`config.mk`:
```
export PLATFORM = sky130hd
export DESIGN_NAME = vic_top
export DESIGN_NICKNAME = d
export VERILOG_FILES = /design/src/rtl/vic_pkg.sv /design/src/rtl/vic_bank.sv /design/src/rtl/vic_prio.sv /design/src/rtl/vic_top.sv
export SDC_FILE = /design/constraint.sdc
export NUM_CORES = 1
export LEC_CHECK = 0
export ABC_AREA = 1
export BUFFER_PORTS_ARGS = -buffer_cell sky130_fd_sc_hd__buf_4
export CORE_AREA = 4 4 262 136
export DETAILED_ROUTE_END_ITERATION = 8
export DIE_AREA = 0 0 266 140
export PLACE_DENSITY = 0.67
export SETUP_SLACK_MARGIN = 0.05
export SYNTH_ARGS = -nofsm -noshare
export SYNTH_HDL_FRONTEND = slang
export SYNTH_SLANG_ARGS = --single-unit
```
`constraint.sdc`:
```
create_clock -name clk -period 6 [get_ports clk]
set_clock_uncertainty 0.2 [all_clocks]
set_input_delay 0.3 -clock clk [delete_from_list [all_inputs] [get_ports clk]]
set_output_delay 0.3 -clock clk [all_outputs]
set_load 0.01 [all_outputs]
```
`src/rtl/vic_pkg.sv`:
```
package vic_pkg;

    localparam int ADDR_W = 8;
    localparam int DATA_W = 32;

    typedef enum logic [2:0] {
        RK_NONE,
        RK_VEC,
        RK_PROT,
        RK_NMI,
        RK_PEND,
        RK_FIQ,
        RK_EN,
        RK_MSK
    } reg_kind_e;

    typedef struct packed {
        reg_kind_e  kind;
        logic [1:0] bank;
    } reg_sel_t;

    // Word-aligned decode; the bank slot sits in address bits [3:2].
    function automatic reg_sel_t decode_addr(input logic [ADDR_W-1:0] a);
        reg_sel_t s;
        s.kind = RK_NONE;
        s.bank = a[3:2];
        if (a[1:0] == 2'b00) begin
            case (a[7:4])
                4'h0: begin
                    case (a[3:2])
                        2'd0:    s.kind = RK_VEC;
                        2'd2:    s.kind = RK_PROT;
                        2'd3:    s.kind = RK_NMI;
                        default: s.kind = RK_NONE;
                    endcase
                end
                4'h1:    s.kind = RK_PEND;
                4'h2:    s.kind = RK_FIQ;
                4'h4:    s.kind = RK_EN;
                4'h5:    s.kind = RK_MSK;
                default: s.kind = RK_NONE;
            endcase
        end
        return s;
    endfunction

endpackage

```
`src/rtl/vic_bank.sv`:
```
module vic_bank #(
    parameter int W = 32
) (
    input  logic         clk,
    input  logic         rst_n,
    input  logic [W-1:0] src_i,
    input  logic         pend_we_i,
    input  logic         en_we_i,
    input  logic         msk_we_i,
    input  logic [W-1:0] wdata_i,
    output logic [W-1:0] pend_o,
    output logic [W-1:0] en_o,
    output logic [W-1:0] msk_o,
    output logic [W-1:0] act_o
);

    typedef struct packed {
        logic [W-1:0] pend;
        logic [W-1:0] en;
        logic [W-1:0] msk;
    } bank_st_t;

    bank_st_t     st_d, st_q;
    logic [W-1:0] clr_bits;

    always_comb begin
        st_d     = st_q;
        clr_bits = pend_we_i ? wdata_i : '0;
        // A held input re-sets its bit in the same edge as a clear.
        st_d.pend = (st_q.pend & ~clr_bits) | src_i;
        if (en_we_i)  st_d.en  = wdata_i;
        if (msk_we_i) st_d.msk = wdata_i;
    end

    always_ff @(posedge clk or negedge rst_n) begin
        if (!rst_n) st_q <= '0;
        else        st_q <= st_d;
    end

    assign pend_o = st_q.pend;
    assign en_o   = st_q.en;
    assign msk_o  = st_q.msk;
    assign act_o  = st_q.pend & st_q.en & ~st_q.msk;

    // a raised input is recorded at the next edge
    p_src_capture_r2: assert property (@(posedge clk) disable iff (!rst_n)
        1'b1 |=> ((st_q.pend & $past(src_i)) == $past(src_i)));

    // only bits written as one may drop
    p_pend_hold_r3: assert property (@(posedge clk) disable iff (!rst_n)
        1'b1 |=> ((st_q.pend & $past(st_q.pend & ~clr_bits))
                  == $past(st_q.pend & ~clr_bits)));

endmodule

```
`src/rtl/vic_prio.sv`:
```
module vic_prio #(
    parameter int N  = 96,
    parameter int IW = $clog2(N)
) (
    input  logic [N-1:1]  act_i,
    output logic [IW-1:0] idx_o,
    output logic          hit_o
);

    // Scan from the top so the lowest index is the final assignment.
    always_comb begin
        idx_o = '0;
        hit_o = 1'b0;
        for (int i = N - 1; i >= 1; i--) begin
            if (act_i[i]) begin
                idx_o = IW'(i);
                hit_o = 1'b1;
            end
        end
    end

endmodule

```
`src/rtl/vic_top.sv`:
```
module vic_top #(
    parameter int NUM_BANKS = 3,
    parameter int BANK_W    = 32,
    parameter int NMI_W     = 2
) (
    input  logic                        clk,
    input  logic                        rst_n,
    input  logic [NUM_BANKS*BANK_W-1:0] src_i,
    input  logic                        bus_wr_i,
    input  logic [7:0]                  bus_addr_i,
    input  logic [31:0]                 bus_wdata_i,
    input  logic                        bus_priv_i,
    output logic [31:0]                 bus_rdata_o,
    output logic                        irq_o
);

    import vic_pkg::*;

    localparam int NUM_SRC = NUM_BANKS * BANK_W;
    localparam int IDX_W   = $clog2(NUM_SRC);

    typedef struct packed {
        logic             prot;
        logic [NMI_W-1:0] nmi;
    } ctl_st_t;

    ctl_st_t            st_d, st_q;
    reg_sel_t           sel;
    logic               bank_ok;
    logic               wr_ok;
    logic [NUM_SRC-1:0] act_all;
    logic [IDX_W-1:0]   vec_idx;
    logic               vec_hit;

    logic [BANK_W-1:0] pend_b [NUM_BANKS];
    logic [BANK_W-1:0] en_b   [NUM_BANKS];
    logic [BANK_W-1:0] msk_b  [NUM_BANKS];

    assign sel     = decode_addr(bus_addr_i);
    assign bank_ok = ({30'd0, sel.bank} < 32'(NUM_BANKS));
    assign wr_ok   = bus_wr_i && (!st_q.prot || bus_priv_i);

    for (genvar b = 0; b < NUM_BANKS; b++) begin : g_bank
        logic hit_b;
        assign hit_b = wr_ok && bank_ok && (sel.bank == 2'(b));

        vic_bank #(.W(BANK_W)) u_bank (
            .clk       (clk),
            .rst_n     (rst_n),
            .src_i     (src_i[b*BANK_W +: BANK_W]),
            .pend_we_i (hit_b && sel.kind == RK_PEND),
            .en_we_i   (hit_b && sel.kind == RK_EN),
            .msk_we_i  (hit_b && sel.kind == RK_MSK),
            .wdata_i   (bus_wdata_i[BANK_W-1:0]),
            .pend_o    (pend_b[b]),
            .en_o      (en_b[b]),
            .msk_o     (msk_b[b]),
            .act_o     (act_all[b*BANK_W +: BANK_W])
        );
    end

    vic_prio #(.N(NUM_SRC), .IW(IDX_W)) u_prio (
        .act_i (act_all[NUM_SRC-1:1]),
        .idx_o (vec_idx),
        .hit_o (vec_hit)
    );

    assign irq_o = |act_all;

    always_comb begin
        st_d = st_q;
        if (wr_ok && sel.kind == RK_PROT) st_d.prot = bus_wdata_i[0];
        if (wr_ok && sel.kind == RK_NMI)  st_d.nmi  = bus_wdata_i[NMI_W-1:0];
    end

    always_ff @(posedge clk or negedge rst_n) begin
        if (!rst_n) st_q <= '0;
        else        st_q <= st_d;
    end

    always_comb begin
        bus_rdata_o = '0;
        case (sel.kind)
            RK_VEC:  bus_rdata_o = vec_hit ? DATA_W'({vec_idx, 2'b00}) : '0;
            RK_PROT: bus_rdata_o = DATA_W'(st_q.prot);
            RK_NMI:  bus_rdata_o = DATA_W'(st_q.nmi);
            default: bus_rdata_o = '0;
        endcase
        for (int b = 0; b < NUM_BANKS; b++) begin
            if (bank_ok && sel.bank == 2'(b)) begin
                if (sel.kind == RK_PEND) bus_rdata_o = DATA_W'(pend_b[b]);
                if (sel.kind == RK_EN)   bus_rdata_o = DATA_W'(en_b[b]);
                if (sel.kind == RK_MSK)  bus_rdata_o = DATA_W'(msk_b[b]);
            end
        end
    end

    // a reported vector names a source that is active right now
    p_vec_live_r6: assert property (@(posedge clk) disable iff (!rst_n)
        vec_hit |-> (act_all[vec_idx] && vec_idx != '0));

    // a reported vector always comes with the request line
    p_irq_vec_r8: assert property (@(posedge clk) disable iff (!rst_n)
        vec_hit |-> irq_o);

    // source 0 alone still raises the line without a vector
    p_src0_line_r7: assert property (@(posedge clk) disable iff (!rst_n)
        act_all[0] |-> irq_o);

    // guarded writes leave the control state untouched
    p_prot_block_r9: assert property (@(posedge clk) disable iff (!rst_n)
        (st_q.prot && bus_wr_i && !bus_priv_i) |=> $stable(st_q));

endmodule

```
### Word-level counts from Yosys, hierarchy flattened

Cells that the tools add are included.
Widths: inputs -> output; s select.

| storage, ports and cells | value |
|---|---|
| flip-flop bits (word level) | 291 |
| output and inout bits | 33 |
| input port bits | 140 |
| word-level logic and storage cells | 278 |

| cells by class | value |
|---|---|
| equality and inequality tests | 13 |
| reduce and logical (&&, ||, !) cells | 25 |
| order comparisons | 1 |
| multiplexer cells | 210 |
| bitwise gates (word level) | 18 |

Operators with widths:

| operator | number |
|---|---|
| $mux 7 | 95 |
| $mux 32 | 15 |
| $and 32x32->32 | 9 |
| $not 32->32 | 6 |
| $or 32x32->32 | 3 |
| $reduce_or 96->1 | 1 |
| $mux 1 | 95 |
| $pmux 9 s3 | 1 |
| $logic_and 1x1->1 | 19 |
| $pmux 3 s5 | 1 |
| $eq 3x3->1 const B | 3 |
| $mux 9 | 1 |
| $eq 4x3->1 const B | 2 |
| $eq 3x2->1 const B | 2 |
| $pmux 2 s3 | 1 |
| $eq 2x2->1 const B | 2 |
| $eq 4x1->1 const B | 1 |
| $eq 4x2->1 const B | 1 |
| $logic_not 2->1 | 2 |
| $logic_not 4->1 | 1 |
| $eq 3x1->1 const B | 1 |
| $mux 3 | 1 |
| $eq 2x1->1 const B | 1 |
| $lt 2x2->1 const B | 1 |
| other kinds (2) | 2 |

### Longest topological paths before layout

Gate-level depths: netlist of the first run.

| logic depth | value |
|---|---|
| word-level depth | 111 |
| gate-level depth with buffers | 108 |
| depth with buffers taken out | 108 |

### Hierarchy

A second synthesis of the first run with hierarchy kept.

| unflattened totals | value |
|---|---|
| cell total of the unflattened synthesis | 2935 |
| area total of the unflattened synthesis | 18730.5 µm² |

Modules (own cells, without submodules):

| module | area each (µm²) | seq. area each (µm²) | instances | cells an instance |
|---|---|---|---|---|
| vic_bank | 4107.7 | 2402.3 | 3 | 497 |
| vic_top | 4799.6 | 75.1 | 1 | 1100 |
| vic_prio | 1607.8 | 0.0 | 1 | 344 |

### Worst setup path before layout of the first run

OpenSTA, ideal clock, no wires.

| timing path | value |
|---|---|
| path kind | register -> output |
| from | register g_bank[2].u_bank.st_q, in the netlist g_bank[2].u_bank.msk_o[29] |
| to | output port bus_rdata_o[2] |
| path slack | 0.402 ns |
| arrival | 5.098 ns |
| data required time | 5.500 ns |
| stages on the path, launching flop included | 108 |
| cell sequence | dfrtp_1 nor2_2 nand2_2 nand2_1 nand2_1 nand2_1 nand2_1 nand2_1 nand2_1 nand2_1 nand2_1 nand2_1 nand2_1 nand2_1 nand2_1 nand2_1 nand2_1 nand2_1 (+72 left out) nand2_1 nand2_1 nand2_1 nand2_1 nand2_1 nand2_1 nand2_1 nand2_1 nand2_1 nand3_1 nand2_1 nand2_1 nand2_1 nand3_1 nand2_1 nand2_1 nand2_1 nand2_1 |

| between the ends | value |
|---|---|
| longest elaborated chain between the ends | 109 |
| elaborated cells on any way between the ends | 202 |
| those cells by class | 200 x mux; 2 x bitwise |

Ends and longest elaborated chain:

| what | RTL line | RTL |
|---|---|---|
| start, declared | vic_bank.sv:23 | `bank_st_t st_d, st_q;` |
| start signal, assigned | vic_bank.sv:37 | `else st_q <= st_d;` |
| $not 32->32 (*) | vic_bank.sv:43 | `assign act_o = st_q.pend & st_q.en & ~st_q.msk;` |
| $and 32x32->32 (*) | vic_bank.sv:43 |  |
| $mux 7 / $mux 1 (equally long branches) (93 in a row) | vic_prio.sv:15 | `if (act_i[i]) begin` |
| $mux 9 (*) | vic_top.sv:84 | `RK_VEC: bus_rdata_o = vec_hit ? DATA_W'({vec_idx, 2'b00}) : '0;` |
| $pmux 9 s3 (*) | vic_top.sv:83 | `case (sel.kind)` |
| $mux 32 | vic_top.sv:91 | `if (sel.kind == RK_PEND) bus_rdata_o = DATA_W'(pend_b[b]);` |
| $mux 32 | vic_top.sv:92 | `if (sel.kind == RK_EN) bus_rdata_o = DATA_W'(en_b[b]);` |
| $mux 32 | vic_top.sv:93 | `if (sel.kind == RK_MSK) bus_rdata_o = DATA_W'(msk_b[b]);` |
| $mux 32 (*) | vic_top.sv:90 | `if (bank_ok && sel.bank == 2'(b)) begin` |
| $mux 32 | vic_top.sv:91 |  |
| $mux 32 | vic_top.sv:92 |  |
| $mux 32 | vic_top.sv:93 |  |
| $mux 32 (*) | vic_top.sv:90 |  |
| $mux 32 | vic_top.sv:91 |  |
| $mux 32 | vic_top.sv:92 |  |
| $mux 32 | vic_top.sv:93 |  |
| $mux 32 (*) | vic_top.sv:90 |  |
| end, declared | vic_top.sv:13 | `output logic [31:0] bus_rdata_o,` |

Mark *: on every way between the ends. The rest lies on a longest branch, timed or not.

### Worst setup path in the final report of the first run

| timing path | value |
|---|---|
| from | register g_bank[2].u_bank.st_q, in the netlist g_bank[2].u_bank.msk_o[30] |
| to | output port bus_rdata_o[2] |

| between the ends | value |
|---|---|
| longest elaborated chain between the ends | 110 |
| elaborated cells on any way between the ends | 204 |
| those cells by class | 202 x mux; 2 x bitwise |

Ends and longest elaborated chain:

| what | RTL line |
|---|---|
| $not 32->32 (*) | vic_bank.sv:43 |
| $and 32x32->32 (*) | vic_bank.sv:43 |
| $mux 7 / $mux 1 (equally long branches) (94 in a row) | vic_prio.sv:15 |
| $mux 9 (*) | vic_top.sv:84 |
| $pmux 9 s3 (*) | vic_top.sv:83 |
| $mux 32 | vic_top.sv:91 |
| $mux 32 | vic_top.sv:92 |
| $mux 32 | vic_top.sv:93 |
| $mux 32 (*) | vic_top.sv:90 |
| $mux 32 | vic_top.sv:91 |
| $mux 32 | vic_top.sv:92 |
| $mux 32 | vic_top.sv:93 |
| $mux 32 (*) | vic_top.sv:90 |
| $mux 32 | vic_top.sv:91 |
| $mux 32 | vic_top.sv:92 |
| $mux 32 | vic_top.sv:93 |
| $mux 32 (*) | vic_top.sv:90 |

Marks and branches as above.

==> results of run 1 <==
worst max-delay path, delay by kind of cell, from the launching register on:
kind          cells  cell delay (ns)
flops             1             0.38
simple gates    107             5.70
buf+inv           2             0.20
final timing paths:
path / from / to / slack (ns) / cells after the start
hold / removal: bus_priv_i / st_q[2]$_DFFE_PN0P_ / 0.01 / 5
setup / recovery: g_bank[2].u_bank.msk_o[30]$_DFFE_PN0P_ / bus_rdata_o[2] / -1.34 / 109
hold reg to reg: g_bank[0].u_bank.en_o[11]$_DFFE_PN0P_ / g_bank[0].u_bank.en_o[11]$_DFFE_PN0P_ / 0.29 / 2
setup reg to reg: st_q[2]$_DFFE_PN0P_ / g_bank[2].u_bank.pend_o[5]$_DFF_PN0_ / 2.44 / 7
max in group asynchronous: rst_n / g_bank[0].u_bank.pend_o[13]$_DFF_PN0_ / 3.89 / 3
min in group asynchronous: rst_n / g_bank[2].u_bank.pend_o[8]$_DFF_PN0_ / 0.21 / 2
per-stage QoR:
stage | util [%] | setup TNS [ns] | area, sq um
after floorplan | - | 0 | 16460
after global placement | 55.13 | -0.8124 | 18540
after detailed placement | 55.13 | -0.8499 | 18540
after CTS | 61.37 | -1.581 | 20640
after global routing | 61.44 | -3.455 | 20660
final | 61.44 | -1.630 | 20660
report_power, final:
part / leakage, nW / switching, mW / internal [mW]
Clock: 0.462 / 0.809 / 1.08
Sequential: 3.56 / 0.00534 / 1.97
Combinational: 6.46 / 0.304 / 0.205
sequential cells by signal, summed over array words and instances (netlist names):
name	cells
g_bank.u_bank.msk_o	96
st_q	3
g_bank.u_bank.pend_o	96
g_bank.u_bank.en_o	96
cell usage after synthesis (2+ instances only):
cell type  count
a21oi_1       55
a221oi_1       2
a31oi_1        3
buf_1         10
buf_2          2
buf_4          3
buf_6          2
bufinv_8      14
clkbuf_1      97
dfrtp_1      291
ha_1           5
inv_1        266
inv_2         36
nand2_1      524
nand2_2        3
nand3_1       17
nand3b_1       7
nand4_1        2
nor2_1       219
nor3_1        74
nor3_2         3
nor4_1         3
o2111ai_1      4
o211ai_1      10
o21ai_0      459
o21ai_1        7
o21bai_1      81
o221ai_1      41
o22ai_1        7
o31ai_1        3
layout make-up:
class	count	area share (%)
multi-input combinational	1538	35.78
clock buffer	39	3.784
inverter	317	6.697
sequential	291	35.24
clock inverter	11	0.8477
tap	450	2.725
timing repair buffer	372	14.93
metal layers:
| layer | GRT usage [%] | vias up |
|---|---|---|
| met4 | 6.849 | 0 |
| li1 | - | 7894 |
| met1 | 47.04 | 8063 |
| met5 | 0 | - |
| met3 | 10.92 | 106 |
| met2 | 42.85 | 897 |
cells by family (layout without fill, tap and decap cells):
kind of cell | Yosys count | in the layout | share of synthesized area [%]
AOI/OAI and AO/OA | 677 | 677 | 23.27
adders and majority gates | 5 | 5 | 0.3801
buffers and inverters | 433 | 739 | 11.28
DFF | 291 | 291 | 44.25
and+or+nand+nor | 856 | 856 | 20.82
placed cells by master (no fill, tap or decap), types with 14 or more instances in the layout:
cell type and count:
dlygate4sd3_1 112, bufinv_8 14, nand3_1 14, nor3_1 73
nand2_1 512, clkbuf_16 28, dfrtp_1 291, a21oi_1 55
buf_4 258, o221ai_1 41, inv_2 36, inv_1 265
o21bai_1 81, o21ai_0 458, nor2_1 219
timing repair:
item	in CTS	in global routing
cloned	0	0
endpoints found under the setup margin	2	3
buffers inserted	0	0
pin swaps	5	4
hold buffers	112	0
endpoints found under the hold margin	233	0
resized for setup	5	8
==> flow_summary.ini, run 1 <==
[placed_design]
port_buffers = 172
pre_cts_ws_ns = -0.8499
hpwl_um = 40710
place_congestion = 0.9495
dp.cells = 2856

[global_route]
antenna_found_initial = 2
grt_overflow = 0
grt_pass1_vias = 15860
grt_max_degree = 116
grt_pass1_wl_um = 90420
track_usage_pct = 31.13

[synthesis]
synth_cells = 2262
ys_seq_elements = 291
synth_area_per_cell_sq_um = 7.276
synth_top_area_share_pct = 44.25
synth_area_leaders = dfrtp_1 44%, o21ai_0 14%, nand2_1 12%
async_flop_share_pct = 100.0
syn-cell-area_sq_mm = 0.01646
yosys_most_used_dff = dfrtp_1
synth_seq_area_share_pct = 44.25
synth-edff-count = 0
yosys_warnings = 0
syn_nets = 2407
yosysUniqueCellTypes = 42
synth_top_area_cell = dfrtp_1

[final_layout]
final_nets = 2693
nFillCells = 3007
seqCellArea_sq_mm = 0.007282
drive_above_1_share_pct = 14.88
area_delta_synth_final_pct = 25.55
multi_input_area_sq_mm = 0.007393
antennaDiodeCount = 0
final_cells = 3018

[worst_setup_path]
crit_required_ns = 5.50
max_stage_delay_ns = 0.38
critPathKind = flip-flop to primary output
critPathMaxFanout = 2
startpoint_type = flip-flop
crit_slowest_cell = dfrtp_1
worstPathArrival_ns = 6.84
cpMostUsedCell = nand2_1
endpoint_kind = primary output

[clock_tree]
clock_latency_ns = 0.58
clk_pin_slew_worst_paths_ns = 0.06
cts_tree = done
h-tree-depth = 1
cts_buffers = 28
cts_max_path_buffers = 3
cts.sinks = 291
root_buffer = clkbuf_16

[die]
core_sq_mm = 0.03363
start_util_pct = 48.94
die_y_um = 140
die_area_sq_mm = 0.03724
rows = 48
io_pins = 173
die_w_um = 266

[route]
m1WireLength_um = 26140
via_per_inst = 5.620
drtPass1Iterations = 5
route.detailed.drc = 0
ant_nets = 0
topRoutingLayerUsed = met4
wl_met2_um = 23360
vias = 16960
wl_um = 59040
drt_iter0_drc = 1967
wl_met3_um = 8192
wl_per_cell_um = 19.56

[sta]
max_slew_margin_pct = 27.31
max_freq_mhz = 136.2
finalHoldViolations = 0
period_share_pct = 122.4
finalMaxSlewViolations = 0
rsz0062_at_grt = yes
final.setup.worst_slack_ns = -1.342
finalSetupViolCount = 2
worst_pin_slew_ns = 1.079
whs_ns = 0.01299
period_needed_ns = 7.342

[power_and_ir_drop]
p_leak_nw = 10.49
power.total_mw = 4.377
peakVddDrop_mv = 0.1973
p_per_area_mw_per_mm2 = 211.8

[job]
drv_cap = 0

[status]
violations = setup timing
status = finished, violations left

[hold_path]
hold_path_class = input port to flip-flop
Note: power is estimated with default switching activity, not from simulation.
==> run 2, diff against run 1 <==
--- a/config.mk
+++ b/config.mk
@@ -7,11 +7,13 @@
 export LEC_CHECK = 0
 export ABC_AREA = 1
 export BUFFER_PORTS_ARGS = -buffer_cell sky130_fd_sc_hd__buf_4
-export CORE_AREA = 4 4 262 136
+export CAP_MARGIN = 20
+export CORE_AREA = 4 4 279 144
 export DETAILED_ROUTE_END_ITERATION = 8
-export DIE_AREA = 0 0 266 140
+export DIE_AREA = 0 0 283 148
 export PLACE_DENSITY = 0.67
 export SETUP_SLACK_MARGIN = 0.05
 export SYNTH_ARGS = -nofsm -noshare
 export SYNTH_HDL_FRONTEND = slang
+export SYNTH_HIERARCHICAL = 1
 export SYNTH_SLANG_ARGS = --single-unit
==> flow_summary.ini, run 2 <==
[status]
status = finished, violations left
violations = setup timing

[route]
drt_iter0_drc = 1606
wl_um = 62850
via_per_inst = 5.106
vias = 19690
ant_nets = 0
route.detailed.drc = 0
drtPass1Iterations = 6
wl_per_cell_um = 16.30

[worst_setup_path]
endpoint_kind = primary output
crit_required_ns = 5.50
cpMostUsedCell = nand2_1
startpoint_type = flip-flop
crit_slowest_cell = dfrtp_1
max_stage_delay_ns = 0.36
path_buf_inv = 1
critical_path.top_delay_family = simple AND/OR/NAND/NOR gates
critPathKind = flip-flop to primary output
worstPathArrival_ns = 6.85
critPathMaxFanout = 2

[global_route]
grt_overflow = 0
antenna_found_initial = 0
track_usage_pct = 29.86
grt_pass1_vias = 19040
grt_max_degree = 123
grt_pass1_wl_um = 100500

[sta]
final.setup.worst_slack_ns = -1.350
period_share_pct = 122.5
finalHoldViolations = 0
finalMaxSlewViolations = 0
rsz0062_at_grt = yes
max_slew_margin_pct = 35.89
totalNegativeSetupSlack_ns = -1.350
worst_pin_slew_ns = 0.9593
whs_ns = 0.08531
finalSetupViolCount = 1
period_needed_ns = 7.350
max_freq_mhz = 136.1

[final_layout]
nFillCells = 3474
design_area_sq_mm = 0.02378
antennaDiodeCount = 0
drive_above_1_share_pct = 12.17
final_nets = 3492
seqCellArea_sq_mm = 0.007282
mostFrequentLayoutCell = nand2_1
multi_input_area_sq_mm = 0.008892
area_delta_synth_final_pct = 26.97
mostFrequentLayoutCells = 1163 x nand2_1, 440 x nor2_1, 366 x inv_1
utilization_pct = 63.68

[die]
start_util_pct = 50.15
core_sq_mm = 0.03735
io_pins = 173
rows = 50
die_w_um = 283
die_y_um = 148
die_area_sq_mm = 0.04188

[power_and_ir_drop]
p_leak_nw = 13.12
peakVddDrop_mv = 0.2009
p_per_area_mw_per_mm2 = 176.5

[placed_design]
port_buffers = 172
post_dp_cell_area_sq_mm = 0.02061
place_congestion = 0.9512
hpwl_um = 41680

[synthesis]
yosysMostFrequentCell = nand2_1
ys_seq_elements = 291
ys_top_cells_by_count = 1169 x nand2_1, 450 x nor2_1, 366 x inv_1
synth_seq_area_share_pct = 38.88
synth_cells = 2935
synth_top_area_share_pct = 38.88
async_flop_share_pct = 100.0
syn-cell-area_sq_mm = 0.01873
yosysUniqueCellTypes = 39
synth-edff-count = 0
synth_area_per_cell_sq_um = 6.382
syn_nets = 3082
yosys_warnings = 6
synth_top_area_cell = dfrtp_1
yosys_most_used_dff = dfrtp_1
synth_area_leaders = dfrtp_1 39%, nand2_1 23%, nor2_1 9.0%

[clock_tree]
cts_buffers = 29
h-tree-depth = 1
root_buffer = clkbuf_16
cts_tree = done
cts_max_path_buffers = 3
clk_pin_slew_worst_paths_ns = 0.06
cts.sinks = 291
clock_latency_ns = 0.57

[hold_path]
hold_path_class = input port to flip-flop

[job]
drv_cap = 0
-- run 2: per-stage QoR --
step	std cells	worst slack, ns	total power [mW]
after global routing	3855	-2.380	4.363
after global placement	3582	-0.6662	2.369
after detailed placement	3582	-0.6791	2.372
after floorplan	2935	0.3560	2.159
final	3855	-1.350	4.198
after CTS	3854	-1.234	4.230
-- run 2: layer usage --
metal	global-route usage, %	up-vias	wire [um]
li1	-	9680	-
met1	39.45	9207	26920
met2	51.09	675	29420
met3	5.146	123	4701
met4	8.194	0	1809
met5	0	-	0
-- run 2: path summary, 6_finish.rpt --
kind | startpoint | endpoint | slack, ns | cells past startpoint
worst min-delay path | bus_wr_i | st_q[0]$_DFFE_PN0P_ | 0.09 | 5
max in group asynchronous | rst_n | g_bank[1].u_bank/en_o[7]$_DFFE_PN0P_ | 3.97 | 3
worst min register to register | st_q[1]$_DFFE_PN0P_ | st_q[1]$_DFFE_PN0P_ | 0.31 | 1
worst max register to register | st_q[2]$_DFFE_PN0P_ | g_bank[2].u_bank/pend_o[11]$_DFF_PN0_ | 2.64 | 10
worst max-delay path | g_bank[2].u_bank/pend_o[31]$_DFF_PN0_ | bus_rdata_o[2] | -1.35 | 109
min in group asynchronous | rst_n | g_bank[0].u_bank/msk_o[26]$_DFFE_PN0P_ | 0.16 | 2
-- run 2: logic make-up (layout without fill, tap and decap cells) --
| kind of cell | after synthesis | in the layout | share of synthesized area, % |
|---|---|---|---|
| AO/OA/AOI/OAI | 287 | 287 | 7.929 |
| buffers and inverters | 529 | 955 | 14.15 |
| adder cells (fa/ha/maj) | 7 | 7 | 0.4676 |
| AND/OR/NAND/NOR | 1820 | 1820 | 38.52 |
| multiplexers | 1 | 1 | 0.06012 |
| flip-flops | 291 | 291 | 38.88 |
-- run 2: worst min-delay path: stages --
cell	delay (ns)
buf_4	0.10
o21ai_0	0.13
inv_1	0.08
nand2_1	0.11
o21ai_0	0.08
-- run 2: layout make-up --
class                      count  share of cell area, %
multi-input combinational   2115                  37.39
sequential                   291                  30.62
timing repair buffer         500                  18.25
inverter                     408                  7.434
clock buffer                  40                  3.436
tap                          494                  2.599
clock inverter                 7                 0.2683
-- run 2: power by group --
| group | internal, mW | switching (mW) | total, mW |
|---|---|---|---|
| Sequential | 1.97 | 0.00969 | 1.98 |
| Clock | 0.983 | 0.808 | 1.79 |
| Combinational | 0.184 | 0.238 | 0.423 |
-- run 2: what timing repair did --
item,4_1_cts,5_1_grt
gates resized for setup,5,4
pin swaps,0,4
setup buffers,0,1
hold buffers,225,0
hold endpoints to repair,398,0
setup endpoints to repair,1,2
